`src/rtl/hbdec_pkg.sv`:
```
package hbdec_pkg;

  // Coefficient scaling: unity gain equals 1 << HB_FRAC
  localparam int HB_FRAC = 15;

  typedef struct packed {
    logic en;   // channel on
    logic s1;   // entry stage decimates
    logic s2;   // middle stage decimates
    logic s3;   // exit stage decimates
  } chain_cfg_t;

  // Bits 1:0 are deliberately not part of the decoded configuration.
  function automatic chain_cfg_t decode_ctrl(input logic [6:0] w);
    chain_cfg_t c;
    c.en = w[6];
    c.s1 = (w[5:4] == 2'b01);
    c.s2 = w[3];
    c.s3 = w[2];
    return c;
  endfunction

  // Off-centre coefficient for offset 2k+1, given the number of non-zero pairs.
  // Every set sums to 8192 per side, so both sides plus the 16384 centre give unity.
  function automatic int hb_coef(input int pairs, input int k);
    int c;
    c = 0;
    if (pairs == 1) c = 8192;
    else if (pairs == 2) c = (k == 0) ? 9216 : -1024;
    else if (pairs == 3) c = (k == 0) ? 9600 : (k == 1) ? -1792 : 384;
    else c = (k == 0) ? 9984 : (k == 1) ? -2432 : (k == 2) ? 896 : -256;
    return c;
  endfunction

endpackage

```
`src/rtl/hb_mac.sv`:
```
module hb_mac #(
  parameter int DW    = 12,
  parameter int ORDER = 4
) (
  input  logic signed [DW-1:0] win [ORDER+1],
  output logic signed [DW-1:0] y,
  output logic                 clip_hi,
  output logic                 clip_lo
);
  localparam int FRAC  = hbdec_pkg::HB_FRAC;
  localparam int AW    = DW + FRAC + 4;
  localparam int CTR   = ORDER / 2;
  localparam int PAIRS = (ORDER + 2) / 4;
  localparam logic signed [AW-1:0] HALF = 1 <<< (FRAC - 1);
  localparam logic signed [AW-1:0] MAXA = (1 <<< (DW - 1)) - 1;
  localparam logic signed [AW-1:0] MINA = -(1 <<< (DW - 1));

  logic signed [AW-1:0] part [PAIRS+1];
  logic signed [AW-1:0] rnd;

  // Centre tap is exactly one half: a shift, no multiplier
  assign part[0] = AW'(win[CTR]) <<< (FRAC - 1);

  for (genvar k = 0; k < PAIRS; k++) begin : g_pair
    localparam int OFF = 2 * k + 1;
    localparam int signed CO = hbdec_pkg::hb_coef(PAIRS, k);
    logic signed [DW:0] pre;
    // Symmetric taps share one multiplier through a pre-add
    assign pre = (DW+1)'(win[CTR-OFF]) + (DW+1)'(win[CTR+OFF]);
    assign part[k+1] = part[k] + AW'(pre) * AW'(CO);
  end

  always_comb begin
    rnd     = (part[PAIRS] + HALF) >>> FRAC;
    clip_hi = (rnd > MAXA);
    clip_lo = (rnd < MINA);
    if (clip_hi)      y = {1'b0, {(DW-1){1'b1}}};
    else if (clip_lo) y = {1'b1, {(DW-1){1'b0}}};
    else              y = rnd[DW-1:0];
  end
endmodule

```
`src/rtl/hb_stage.sv`:
```
module hb_stage #(
  parameter int DW    = 12,
  parameter int ORDER = 4
) (
  input  logic                 clk,
  input  logic                 rst,
  input  logic                 flush,
  input  logic                 decim_en,
  input  logic                 in_valid,
  input  logic signed [DW-1:0] in_i,
  input  logic signed [DW-1:0] in_q,
  output logic                 out_valid,
  output logic signed [DW-1:0] out_i,
  output logic signed [DW-1:0] out_q
);
  localparam logic signed [DW-1:0] SMAX = {1'b0, {(DW-1){1'b1}}};
  localparam logic signed [DW-1:0] SMIN = {1'b1, {(DW-1){1'b0}}};

  logic signed [DW-1:0] dl_i [ORDER];
  logic signed [DW-1:0] dl_q [ORDER];
  logic signed [DW-1:0] win_i [ORDER+1];
  logic signed [DW-1:0] win_q [ORDER+1];
  logic signed [DW-1:0] y_i, y_q;
  logic hi_i, lo_i, hi_q, lo_q;
  logic phase;

  // Newest sample sits at window position 0
  always_comb begin
    win_i[0] = in_i;
    win_q[0] = in_q;
    for (int k = 1; k <= ORDER; k++) begin
      win_i[k] = dl_i[k-1];
      win_q[k] = dl_q[k-1];
    end
  end

  hb_mac #(.DW(DW), .ORDER(ORDER)) u_mac_i (
    .win(win_i), .y(y_i), .clip_hi(hi_i), .clip_lo(lo_i));
  hb_mac #(.DW(DW), .ORDER(ORDER)) u_mac_q (
    .win(win_q), .y(y_q), .clip_hi(hi_q), .clip_lo(lo_q));

  always_ff @(posedge clk) begin
    if (rst || flush) begin
      for (int k = 0; k < ORDER; k++) begin
        dl_i[k] <= '0;
        dl_q[k] <= '0;
      end
      phase     <= 1'b0;
      out_valid <= 1'b0;
      out_i     <= '0;
      out_q     <= '0;
    end else begin
      out_valid <= 1'b0;
      if (in_valid) begin
        if (decim_en) begin
          for (int k = ORDER - 1; k > 0; k--) begin
            dl_i[k] <= dl_i[k-1];
            dl_q[k] <= dl_q[k-1];
          end
          dl_i[0] <= in_i;
          dl_q[0] <= in_q;
          phase   <= ~phase;
          if (phase) begin
            out_valid <= 1'b1;
            out_i     <= y_i;
            out_q     <= y_q;
          end
        end else begin
          out_valid <= 1'b1;
          out_i     <= in_i;
          out_q     <= in_q;
        end
      end
    end
  end

  // a decimating stage needs two inputs per output
  assert_no_back_to_back_R2: assert property (@(posedge clk) disable iff (rst)
    (decim_en && out_valid) |=> !out_valid);

  // out-of-range sums clip instead of wrapping
  assert_clip_high_R6: assert property (@(posedge clk) disable iff (rst)
    (in_valid && decim_en && phase && !flush && hi_i) |=> (out_i == SMAX));
  assert_clip_low_R6: assert property (@(posedge clk) disable iff (rst)
    (in_valid && decim_en && phase && !flush && lo_q) |=> (out_q == SMIN));

  // a bypassed stage forwards each sample one clock later
  assert_bypass_pass_R10: assert property (@(posedge clk) disable iff (rst)
    (in_valid && !decim_en && !flush) |=> (out_valid && out_i == $past(in_i)));
endmodule

```
`src/rtl/hb_latency.sv`:
```
module hb_latency #(
  parameter int ORD1  = 4,
  parameter int ORD2  = 6,
  parameter int ORD3  = 14,
  parameter int LAT_W = 6
) (
  input  logic                   clk,
  input  logic                   rst,
  input  hbdec_pkg::chain_cfg_t  cfg,
  output logic [LAT_W-1:0]       latency
);
  localparam int NST = 3;
  localparam int ORDS [NST] = '{ORD1, ORD2, ORD3};

  logic [NST-1:0]   act;
  logic [LAT_W-1:0] lat_d;
  logic             started;

  assign act = {cfg.s3, cfg.s2, cfg.s1};

  // Each active stage's delay is counted at its own input rate,
  // so it scales by two for every active stage ahead of it.
  always_comb begin
    int sum;
    int mult;
    sum  = 0;
    mult = 1;
    for (int s = 0; s < NST; s++) begin
      if (act[s]) begin
        sum  = sum + (ORDS[s] / 2) * mult;
        mult = mult * 2;
      end
    end
    lat_d = cfg.en ? LAT_W'(sum) : '0;
  end

  always_ff @(posedge clk) begin
    if (rst) begin
      latency <= '0;
      started <= 1'b0;
    end else begin
      latency <= lat_d;
      started <= 1'b1;
    end
  end

  // reported delay holds while the configuration holds
  assert_latency_hold_R7: assert property (@(posedge clk) disable iff (rst)
    (started && $stable(cfg)) |=> $stable(latency));
endmodule

```
`src/rtl/rx_hb_decim_chain.sv`:
```
module rx_hb_decim_chain #(
  parameter int DW    = 12,
  parameter int ORD1  = 4,
  parameter int ORD2  = 6,
  parameter int ORD3  = 14,
  parameter int LAT_W = 6
) (
  input  logic                 clk,
  input  logic                 rst,
  input  logic [6:0]           ctrl_word,
  input  logic                 in_valid,
  input  logic signed [DW-1:0] in_i,
  input  logic signed [DW-1:0] in_q,
  output logic                 out_valid,
  output logic signed [DW-1:0] out_i,
  output logic signed [DW-1:0] out_q,
  output logic [LAT_W-1:0]     latency
);
  import hbdec_pkg::*;

  localparam int NST = 3;
  localparam int ORDS [NST] = '{ORD1, ORD2, ORD3};

  chain_cfg_t want, cfg_q;
  logic       reconf;
  logic [NST-1:0] dec_en;
  logic [NST:0]   vld;
  logic signed [DW-1:0] di [NST+1];
  logic signed [DW-1:0] dq [NST+1];

  assign want   = decode_ctrl(ctrl_word);
  assign reconf = (want != cfg_q);
  assign dec_en = {cfg_q.s3, cfg_q.s2, cfg_q.s1};

  // Applied configuration; any change flushes the whole chain for one clock
  always_ff @(posedge clk) begin
    if (rst) cfg_q <= '0;
    else     cfg_q <= want;
  end

  assign vld[0] = in_valid & cfg_q.en & ~reconf;
  assign di[0]  = in_i;
  assign dq[0]  = in_q;

  for (genvar g = 0; g < NST; g++) begin : g_stage
    hb_stage #(.DW(DW), .ORDER(ORDS[g])) u_stg (
      .clk      (clk),
      .rst      (rst),
      .flush    (reconf),
      .decim_en (dec_en[g]),
      .in_valid (vld[g]),
      .in_i     (di[g]),
      .in_q     (dq[g]),
      .out_valid(vld[g+1]),
      .out_i    (di[g+1]),
      .out_q    (dq[g+1])
    );
  end

  assign out_valid = vld[NST];
  assign out_i     = di[NST];
  assign out_q     = dq[NST];

  hb_latency #(.ORD1(ORD1), .ORD2(ORD2), .ORD3(ORD3), .LAT_W(LAT_W)) u_lat (
    .clk(clk), .rst(rst), .cfg(want), .latency(latency));

  // a cleared channel bit silences the output from the next clock
  assert_quiet_when_off_R8: assert property (@(posedge clk) disable iff (rst)
    (!ctrl_word[6]) |=> !out_valid);
endmodule

```
`config.mk`:
```
export PLATFORM = sky130hd
export DESIGN_NAME = rx_hb_decim_chain
export DESIGN_NICKNAME = d
export VERILOG_FILES = /design/src/rtl/hbdec_pkg.sv /design/src/rtl/hb_mac.sv /design/src/rtl/hb_stage.sv /design/src/rtl/hb_latency.sv /design/src/rtl/rx_hb_decim_chain.sv
export SDC_FILE = /design/constraint.sdc
export NUM_CORES = 2
export LEC_CHECK = 0
export BUFFER_PORTS_ARGS = -buffer_cell sky130_fd_sc_hd__buf_2
export CORE_AREA = 2 2 298 300
export CTS_BUF_LIST = sky130_fd_sc_hd__clkbuf_2
export CTS_CLUSTER_SIZE = 16
export DETAILED_ROUTE_END_ITERATION = 7
export DIE_AREA = 0 0 300 302
export PLACE_DENSITY = 0.75
export SYNTH_ARGS = -nofsm -noshare
export SYNTH_HDL_FRONTEND = slang
export SYNTH_SLANG_ARGS = --single-unit
export TNS_END_PERCENT = 30
```
`constraint.sdc`:
```
create_clock -name clk -period 10.81 [get_ports clk]
set_input_delay 1.081 -clock clk [delete_from_list [all_inputs] [get_ports clk]]
set_output_delay 1.081 -clock clk [all_outputs]
set_load 0.02 [all_outputs]
```
==> out/results.txt <==
Crit. End Element - flop
Global placer's final weighted congestion - 0.907
Worst-Margin Slew - 1.07 ns
Synth top area share - 32.4%
Post-route ant nets - 0
P&R area growth vs syn - 6.94%
CP Class - flop to flop
Synth Cell Area - 51200 um2
Data required, critical path - 12.08 ns
DP Worst Slack - -0.0955 ns
Initial DRC count - 2039
Via Count - 35065
Reg-to-Reg End - g_stage[2].u_stg.out_i[5]$_SDFFE_PP0P_
Initial core utilization - 58.5%
Count of final hold-check violations - 0
Final Max Slew Viols - 0
Core Region - 87600 um2
Total grt overflow - 0
Final Core Density - 62.6%
Antenna violations before repair - 5
Nets - 6087
Tcrit/Tclk final - 96.4%
TritonCTS clock tree - built
Pwr Density - 241 nW/um2
Port buffer count - 62
Number of H-tree levels - 4
EDFF count, synth - 552
Slowest cell on crit path - fa_2
Drt drc - 0
HPWL after DPL - 83.4 mm
Full die area - 90600 um2
CP dominant cell by count - inv_1
Largest net degree at the start of global routing - 189
DRT Wirelength - 109 mm
Tot Pwr - 13.2 mW
Mapped Nets - 5918
DIE WIDTH - 300 um
Clk slew on worst S/H paths - 0.10 ns
HP Start - in_valid
Top FF cell, synth - edfxtp_1
Worst r2r src - g_stage[2].u_stg.dl_i[5][0]$_SDFFCE_PN0P_
Layout cells sized above 1 - 8.92%
Area taken by flip-flops and latches - 18300 um2
Clk sinks - 640
Slew headroom - 28.8%
Worst min-delay path endpoint - g_stage[0].u_stg.phase$_SDFFE_PP0P_
CP max FO - 6
Placement Rows - 109
Area contributors post-synth - edfxtp_1 (32%), ha_1 (18%), fa_1 (11%), and2_1 (6.2%), inv_1 (5.3%)
Clock Path Buffers - 3
Tightest Hold Check Type - input port to flop
Synthesized instance count - 4889
Arrival @ worst endpoint - 11.68 ns
Max Cap Viol - 0
VDD IR-drop max - 0.000335 V
WHS Path Cells - 5
Cell area after placement - 52700 um2
Reg2Reg Depth - 44
Gr usage total - 24.7%
Io pins - 65
Vias per std cell - 5.52
Clock Skews - 0.0751 ns
Vias in the first global route - 35733
Cell leakage power - 26.3 nW
Top-count cell post-synth - inv_1
Yosys warns - 0
R2r setup slk - 0.39 ns
Cell variety after synth - 95
Final hold slack - 0.287 ns
Sequential fraction of the synthesis area - 35.8%
Synthesized flop and latch total - 640
Number of fill cells in the layout - 7047
Setup ws final - 0.393 ns
Fmax achieved - 0.0960 GHz
Outcome - completed
Final setup viols - 0
CTS Buf Count - 169
Multi-input gate area - 29800 um2
Post-synth ARST share - 0%
Slowest cell delay on critical path - 0.63 ns
Drt wl/cell - 17.2 um
Synth top cells by count - inv_1 (724), ha_1 (719), edfxtp_1 (552), and2_1 (507), fa_1 (276)
Final Cell Area - 54800 um2
Worst skew pair latency - 1.40 ns
Syn avg cell area - 10.5 um2
Crit path time final - 10.42 ns
Area leader, netlist - edfxtp_1
CP Launch Type - flop
First-pass GRT wire length - 178 mm
Clk Tree Root Cell - clkbuf_2
Die height - 302 um
Pre-antenna DRT Iters - 6
## stage by stage
| step | instances | TNS, ns |
|---|---|---|
| 2_1_floorplan | 4889 | 0 |
| 3_3_place_gp | 6015 | 0 |
| 3_5_place_dp | 6015 | -0.330 |
| 4_1_cts | 6349 | 0 |
| 5_1_grt | 6354 | -1.41 |
| 6_report | 6354 | 0 |
## flip-flops by register name, summed over array words and instances (netlist names), named ones only
signal,flops
u_lat.latency,5
g_stage.u_stg.dl_q,276
g_stage.u_stg.dl_i,276
g_stage.u_stg.out_q,36
cfg_q,4
g_stage.u_stg.out_i,36
g_stage.u_stg.phase,3
g_stage.u_stg.out_valid,3
## report_power, final
part | internal, mW | switching, mW
clock network | 0.673 | 1.09
registers | 2.74 | 0.0450
logic | 3.57 | 5.08
## cell families (layout without fill, tap and decap cells)
logic type               Yosys count  in the layout  share of synthesized area, %
AO/OA/AOI/OAI                    857            857                          10.9
XOR/XNOR                         305            305                          5.30
flip-flops                       640            640                          35.8
buffers and inverters            860           1159                          6.52
AND/OR/NAND/NOR                 1219           1219                          12.9
other                              0              1                             0
adder cells (fa/ha/maj)          996            996                          28.4
multiplexers                      12             12                         0.242
## placed cells by master, fill, tap and decap left out, types with 11 or more instances in the layout
cell type      count
inv_1            724
ha_1             719
edfxtp_1         552
and2_1           506
fa_1             274
clkbuf_2         246
a21oi_1          237
xnor2_1          226
nor2_1           200
o21ai_0          174
nand2_1          157
nor3_1           110
dfxtp_1           88
xor2_1            70
buf_2             62
a21o_1            60
nor2b_1           49
o21bai_1          41
o21ai_1           41
nand2b_1          38
nand3_1           37
o21a_1            36
buf_4             35
o31ai_1           33
dlygate4sd3_1     33
clkinv_1          32
a21boi_0          28
and3_1            27
a31oi_1           21
a211oi_1          20
a221oi_1          20
or3_1             17
nand4_1           16
or2_2             15
o31a_1            14
o211ai_1          11
o41ai_1           11
## metal layers
metal  vias to the layer above  global-route usage (%)  routed length, um
li1                      17142                       -                  -
met1                     16906                    32.9              48100
met2                       813                    40.7              51700
met3                       202                    4.32               6270
met4                         2                    8.60               3040
met5                         -                       0                 11
## worst max path at each step
| stage | startpoint | end | slack, ns | cells after the start |
|---|---|---|---|---|
| floorplan | ctrl_word[5] | g_stage[2].u_stg.dl_i[0][0]$_SDFFCE_PN0P_ | 0.87 | 7 |
| global placement | g_stage[2].u_stg.dl_q[3][12]$_SDFFCE_PN0P_ | g_stage[2].u_stg.out_q[1]$_SDFFE_PP0P_ | 0.14 | 40 |
| detailed placement | g_stage[2].u_stg.dl_q[3][12]$_SDFFCE_PN0P_ | g_stage[2].u_stg.out_q[10]$_SDFFE_PP0P_ | -0.1 | 40 |
| CTS | g_stage[2].u_stg.dl_i[5][0]$_SDFFCE_PN0P_ | g_stage[2].u_stg.out_i[6]$_SDFFE_PP0P_ | 0.006 | 45 |
| global route | g_stage[2].u_stg.dl_i[5][0]$_SDFFCE_PN0P_ | g_stage[2].u_stg.out_i[5]$_SDFFE_PP0P_ | -0.17 | 44 |
| finish | g_stage[2].u_stg.dl_i[5][0]$_SDFFCE_PN0P_ | g_stage[2].u_stg.out_i[5]$_SDFFE_PP0P_ | 0.39 | 44 |
## timing repair
action	in CTS	in global routing
gates cloned	0	1
hold buffers	33	0
pin swaps	0	9
buffers inserted	0	3
setup endpoints to repair	11	24
hold endpoints to repair	61	0
resized for setup	3	42
## critical path, delay by kind of cell, from the launching register on
kind,cells,cell delay (ns)
AND/OR/NAND/NOR,6,1.04
AO/OA/AOI/OAI,17,3.15
XOR/XNOR,1,0.18
multiplexers,1,0.15
buffers and inverters,8,0.75
adder cells (fa/ha/maj),11,4.65
flip-flops,1,0.42
## area by class of cell
type	count	area share, %
Clock buffer	246	2.25
Clock inverter	55	0.599
Multi-Input combinational cell	3389	54.3
Inverter	727	4.98
Timing Repair Buffer	131	1.69
Tap cell	1165	2.66
Sequential cell	640	33.5
Antenna cell	1	0.00457
No activity file was read; power rests on OpenSTA's default activity.
